`config.mk`:
```
export PLATFORM = sky130hd
export DESIGN_NAME = mag_cmp64
export DESIGN_NICKNAME = d
export VERILOG_FILES = /design/src/rtl/mag_cmp64.sv
export SDC_FILE = /design/constraint.sdc
export NUM_CORES = 1
export LEC_CHECK = 0
export ABC_AREA = 1
export BUFFER_PORTS_ARGS = -buffer_cell sky130_fd_sc_hd__buf_2
export CELL_PAD_IN_SITES_DETAIL_PLACEMENT = 1
export CELL_PAD_IN_SITES_GLOBAL_PLACEMENT = 1
export CORE_MARGIN = 2
export CORE_UTILIZATION = 25
export DETAILED_ROUTE_END_ITERATION = 8
export GPL_ROUTABILITY_DRIVEN = 0
export PLACE_DENSITY = 0.88
export SETUP_SLACK_MARGIN = 0.2
export SYNTH_ARGS = -nofsm -noshare
export SYNTH_HDL_FRONTEND = slang
export SYNTH_SLANG_ARGS = --single-unit
```
`constraint.sdc`:
```
create_clock -name vclk -period 1.6
set_input_delay 0.24 -clock vclk [all_inputs]
set_output_delay 0.24 -clock vclk [all_outputs]
set_load 0.01 [all_outputs]
```
`src/rtl/mag_cmp64.sv`:
```
module mag_cmp64 #(
  parameter int SLICE_W  = 8,
  parameter int N_SLICES = 8
) (
  input  logic [SLICE_W*N_SLICES-1:0] a,
  input  logic [SLICE_W*N_SLICES-1:0] b,
  output logic                        lt,
  output logic                        eq,
  output logic                        gt
);
  localparam int WIDTH = SLICE_W * N_SLICES;
  localparam int NODES = 2 * SLICE_W;

  logic [N_SLICES-1:0] sl_lt;
  logic [N_SLICES-1:0] sl_eq;
  logic [N_SLICES-2:0] qual_lt;

  genvar s, n, k;
  generate
    for (s = 0; s < N_SLICES; s++) begin : g_slice
      // heap layout: node 1 is the root, leaf for bit i sits at SLICE_W+i,
      // node m merges children 2m+1 (upper half) and 2m (lower half)
      logic [NODES-1:1] t_lt;
      logic [NODES-1:1] t_eq;
      logic [SLICE_W-1:0] sa, sb;

      assign sa = a[s*SLICE_W +: SLICE_W];
      assign sb = b[s*SLICE_W +: SLICE_W];
      assign t_lt[NODES-1:SLICE_W] = ~sa & sb;
      assign t_eq[NODES-1:SLICE_W] = ~(sa ^ sb);

      for (n = 1; n < SLICE_W; n++) begin : g_node
        assign t_lt[n] = t_lt[2*n+1] | (t_eq[2*n+1] & t_lt[2*n]);
        assign t_eq[n] = t_eq[2*n+1] & t_eq[2*n];
      end

      assign sl_lt[s] = t_lt[1];
      assign sl_eq[s] = t_eq[1];

      always_comb begin
        assert_slice_excl_R7: assert (!(sl_lt[s] && sl_eq[s]))
          else $error("slice %0d reports below and equal together", s);
        assert_slice_eq_R8: assert (sl_eq[s] == (sa == sb))
          else $error("slice %0d equality term wrong", s);
      end
    end

    for (k = 0; k < N_SLICES-1; k++) begin : g_qual
      assign qual_lt[k] = sl_lt[k] & (&sl_eq[N_SLICES-1:k+1]);
    end
  endgenerate

  assign lt = sl_lt[N_SLICES-1] | (|qual_lt);
  assign eq = &sl_eq;
  assign gt = ~(lt | eq);

  always_comb begin
    assert_lt_match_R1: assert (lt == (a < b))
      else $error("lt disagrees with unsigned ordering");
    assert_eq_match_R2: assert (eq == (a == b))
      else $error("eq disagrees with operand equality");
    assert_gt_match_R3: assert (gt == (a > b))
      else $error("gt disagrees with unsigned ordering");
    assert_one_hot_R4: assert ($countones({lt, eq, gt}) == 1)
      else $error("result flags are not one-hot");
  end

  logic unused_width;
  assign unused_width = (WIDTH == 0);
endmodule

```
### Word-level counts from Yosys, hierarchy flattened

Cells that the tools add are included.

| storage, ports and cells | value |
|---|---|
| register bits after elaboration | 0 |
| bits in latches | 0 |
| bits in writable memories | 0 |
| bits in read-only memories | 0 |
| bits of input ports | 128 |
| output and inout bits | 3 |
| word-level logic and storage cells | 218 |
| memories kept | 0 |

| operators by class | value |
|---|---|
| add/subtract/negate cells | 0 |
| $mul | 0 |
| divide/modulo/power cells | 0 |
| $lt $le $gt $ge | 0 |
| equal/unequal tests | 0 |
| shifts and indexed selects | 0 |
| multiplexer cells | 0 |
| bitwise operators | 210 |
| reductions and logical operators | 8 |

Operators by type and width:

| kind | count |
|---|---|
| $not A8 Y8 | 16 |
| $and A1 B1 Y1 | 119 |
| $and A8 B8 Y8 | 8 |
| $xor A8 B8 Y8 | 8 |
| $or A1 B1 Y1 | 58 |
| $reduce_and A8 Y1 | 1 |
| $reduce_and A7 Y1 | 1 |
| $reduce_or A7 Y1 | 1 |
| $reduce_and A6 Y1 | 1 |
| $reduce_and A5 Y1 | 1 |
| $reduce_and A4 Y1 | 1 |
| $reduce_and A3 Y1 | 1 |
| $reduce_and A2 Y1 | 1 |
| $not A1 Y1 | 1 |

### Logic depth before layout (Yosys ltp)

| depth | value |
|---|---|
| depth in word-level cells | 13 |
| depth in mapped cells | 13 |
| gate-level depth less buffers | 13 |

### Worst setup path before layout

No wires, ideal clock.

| path | value |
|---|---|
| path kind | input -> output |
| from | input port a[59] |
| to | output port gt |
| arrival time | 1347 ps |
| data required time | 1360 ps |
| setup slack | 13 ps |
| stages on the path | 9 |
| buffers on the path | 0 |
| cells stage by stage | inv_1 ha_1 nand2_1 nor2_2 nand2_2 nor2_4 nand3_1 nor2_1 nor2_2 |

| on the way | value |
|---|---|
| elaborated cells between the ends (all ways) | 31 |
| classes of those cells | bitwise (23); reduce/logical (8) |

RTL lines:

| item | line | RTL |
|---|---|---|
| start, declared | 5 | `input logic [SLICE_W*N_SLICES-1:0] a,` |
| $xor A8 B8 Y8 | 30 | `assign t_eq[NODES-1:SLICE_W] = ~(sa ^ sb);` |
| $not A8 Y8 | 30 |  |
| $and A1 B1 Y1 (3 in a row) | 34 | `assign t_eq[n] = t_eq[2*n+1] & t_eq[2*n];` |
| $reduce_and A8 Y1 | 54 | `assign eq = &sl_eq;` |
| net eq | 8 | `output logic eq,` |
| $or A1 B1 Y1 | 55 | `assign gt = ~(lt \| eq);` |
| $not A1 Y1 | 55 |  |
| end, declared | 9 | `output logic gt` |

The timed path passes the listed nets, and every way through them passes these cells.

### Worst setup path after layout

| path | value |
|---|---|
| from | input port a[53] |
| to | output port gt |

| on the way | value |
|---|---|
| cells in the longest elaborated chain, start to end | 12 |
| elaborated cells between the ends (all ways) | 31 |
| classes of those cells | bitwise (23); reduce/logical (8) |

Ends and longest elaborated chain:

| item | line | RTL |
|---|---|---|
| $xor A8 B8 Y8 | 30 |  |
| $not A8 Y8 | 30 |  |
| $and A1 B1 Y1 | 33 | `assign t_lt[n] = t_lt[2*n+1] \| (t_eq[2*n+1] & t_lt[2*n]);` |
| $or A1 B1 Y1 | 33 |  |
| $and A1 B1 Y1 | 33 |  |
| $or A1 B1 Y1 (2 in a row) | 33 |  |
| $and A1 B1 Y1 | 49 | `assign qual_lt[k] = sl_lt[k] & (&sl_eq[N_SLICES-1:k+1]);` |
| $reduce_or A7 Y1 | 53 | `assign lt = sl_lt[N_SLICES-1] \| (\|qual_lt);` |
| $or A1 B1 Y1 | 53 |  |
| $or A1 B1 Y1 * | 55 |  |
| $not A1 Y1 * | 55 |  |

Mark *: on every way between the ends. The rest lies on a longest branch, timed or not.

==> results.cfg <==
[timing]
tns_ns = -0.615
layout_min_cycle_time_ns = 1.82
fin_crit_sh_pct = 114
worstMarginPinSlew_ns = 0.182
hold_viol = 0
setup_viol = 3
slew_violations = 0
holdWs_ns = 1.18
rsz0062_at_grt = yes
fmax_ghz = 0.548
relSlewSlack_pct = 87.8
setup_ws_ns = -0.224

[routing]
wl_per_cell_um = 12.1
initialDrtViolationCount = 16
drc_errors = 0
dr.pass1.iters = 4
vias_per_cell = 4.39
vias = 2386
ant_nets = 0
drt_wl_total_um = 6610

[layout]
layout-drive-gt1-share_pct = 57.5
fin_util_pct = 47.0
nets = 639
area_growth_pct = 82.7
finish.instance_area_mm2 = 0.00341
fill_cells = 932
regArea_um2 = 0
instances_no_fill = 544
seq_cell_count = 0
n_antenna_cell = 0
n_clock_buffer = 0

[die]
die_x_um = 90.4
core_mm2 = 0.00725
dieArea_mm2 = 0.00817
row_count = 31
die_y_um = 90.4
io_pins = 131
initial_core_util_pct = 25.7

[grt]
grt.overflow.total = 0
grt_usage_pct = 16.3
grt_max_degree = 6
grt_pass1_wl_um = 11500
grt_pass1_vias = 2833
antenna_found_initial = 0

[critical_path]
worstPathArrival_ns = 1.58
cp_top_family = simple AND/OR/NAND/NOR gates
cp_max_fo = 5
path_buf_inv = 4
path_class = input port to output pin
critPathLaunchType = input port
path_cells = buf_8, inv_12, ha_4, nand2_4, nor2_4, nand3_2, nor2_4, buf_4, nand3_2, nor2_4, nor2_4, buf_6
endpoint_kind = output pin
required_ns = 1.36
crit_top_cell = nor2_4
crit_path_top_delay_cell = ha_4
critPathMaxStageDelay_ns = 0.26

[logic_synthesis]
synth_area_mm2 = 0.00187
syn-instance-count = 307
seq_area_frac_synth_pct = 0
synth_area_leaders = ha_1, inv_1, nand2_1
syn_area_per_cell_um2 = 6.08
synthTopCellsByCount = inv_1, nand2_1, ha_1
synth.yosys.warnings = 0
yosysMostFrequentCell = inv_1
yosys.area.top_type = ha_1
synth_fp_nets = 499
synth_cell_types = 16
netlist.area_leader.share_pct = 42.9

[placed_design]
placed_cell_area_mm2 = 0.00298
place_inst = 542
port_buffers = 131
dp_hpwl_um = 5870

[power]
leakage_nw = 1.85
power_density_mw_per_mm2 = 246
vdd_drop_max_mv = 0.113

[worst_hold_path]
hold_class = input port to output pin

[outcome]
status = complete, but fails checks
violations = setup timing

[job]
maxCapViolations = 0
## power by group
part	internal, mW	total (mW)	switching, mW
Sequential	0	0	0
Clock	0	0	0
Combinational	0.433	0.839	0.406
## placed cells by master (no fill, tap or decap), types with 10 or more instances in the layout
| cell | count |
|---|---|
| a21oi_1 | 19 |
| buf_2 | 123 |
| ha_1 | 24 |
| ha_4 | 40 |
| inv_1 | 52 |
| inv_2 | 28 |
| nand2_1 | 61 |
| nand2_2 | 17 |
| nor2_1 | 14 |
| nor2_4 | 10 |
## logic make-up after synthesis
logic type | share of synthesized area [%]
buf+inv | 16.7
simple gates | 29.6
fa+ha+maj | 42.9
compound gates | 10.8
## stage by stage
stage               setup slack [ns]  power, mW
finish                        -0.224      0.839
global route                  -0.342      0.957
CTS                           -0.243      0.820
detailed placement            -0.303      0.708
global placement              -0.284      0.659
floorplan                     0.0311      0.405
## area by class of cell
| type | instances | area (um^2) | share of cell area, % |
|---|---|---|---|
| multi-input cells | 224 | 2190 | 64.4 |
| repair buffers | 138 | 762 | 22.4 |
| well taps | 99 | 124 | 3.63 |
| inverters | 83 | 329 | 9.65 |
## metal layers
metal  track usage (%)  wire length, um  vias to the layer above
li1                  -                -                     1228
met2              37.2             3950                       68
met5                 0                0                        -
met3              1.17              252                        4
met1              15.9             2360                     1086
met4             0.897               44                        0
## repair_timing
action,CTS,global route
gates resized for setup,51,16
hold buffers,0,0
pin swaps,48,15
setup endpoints to repair,3,3
buffers inserted,0,2
## tightest hold or removal path: cells and delay by family
family,cells,cell delay (ns)
AND/OR/NAND/NOR,4,0.29
adder cells (fa/ha/maj),1,0.21
buffers and inverters,2,0.19
## final timing paths
| check | startpoint | to | slack [ns] | depth (start not counted) |
|---|---|---|---|---|
| max | a[53] | gt | -0.22 | 12 |
| min | b[0] | eq | 1.18 | 7 |
(Power assumes the default switching activity.)
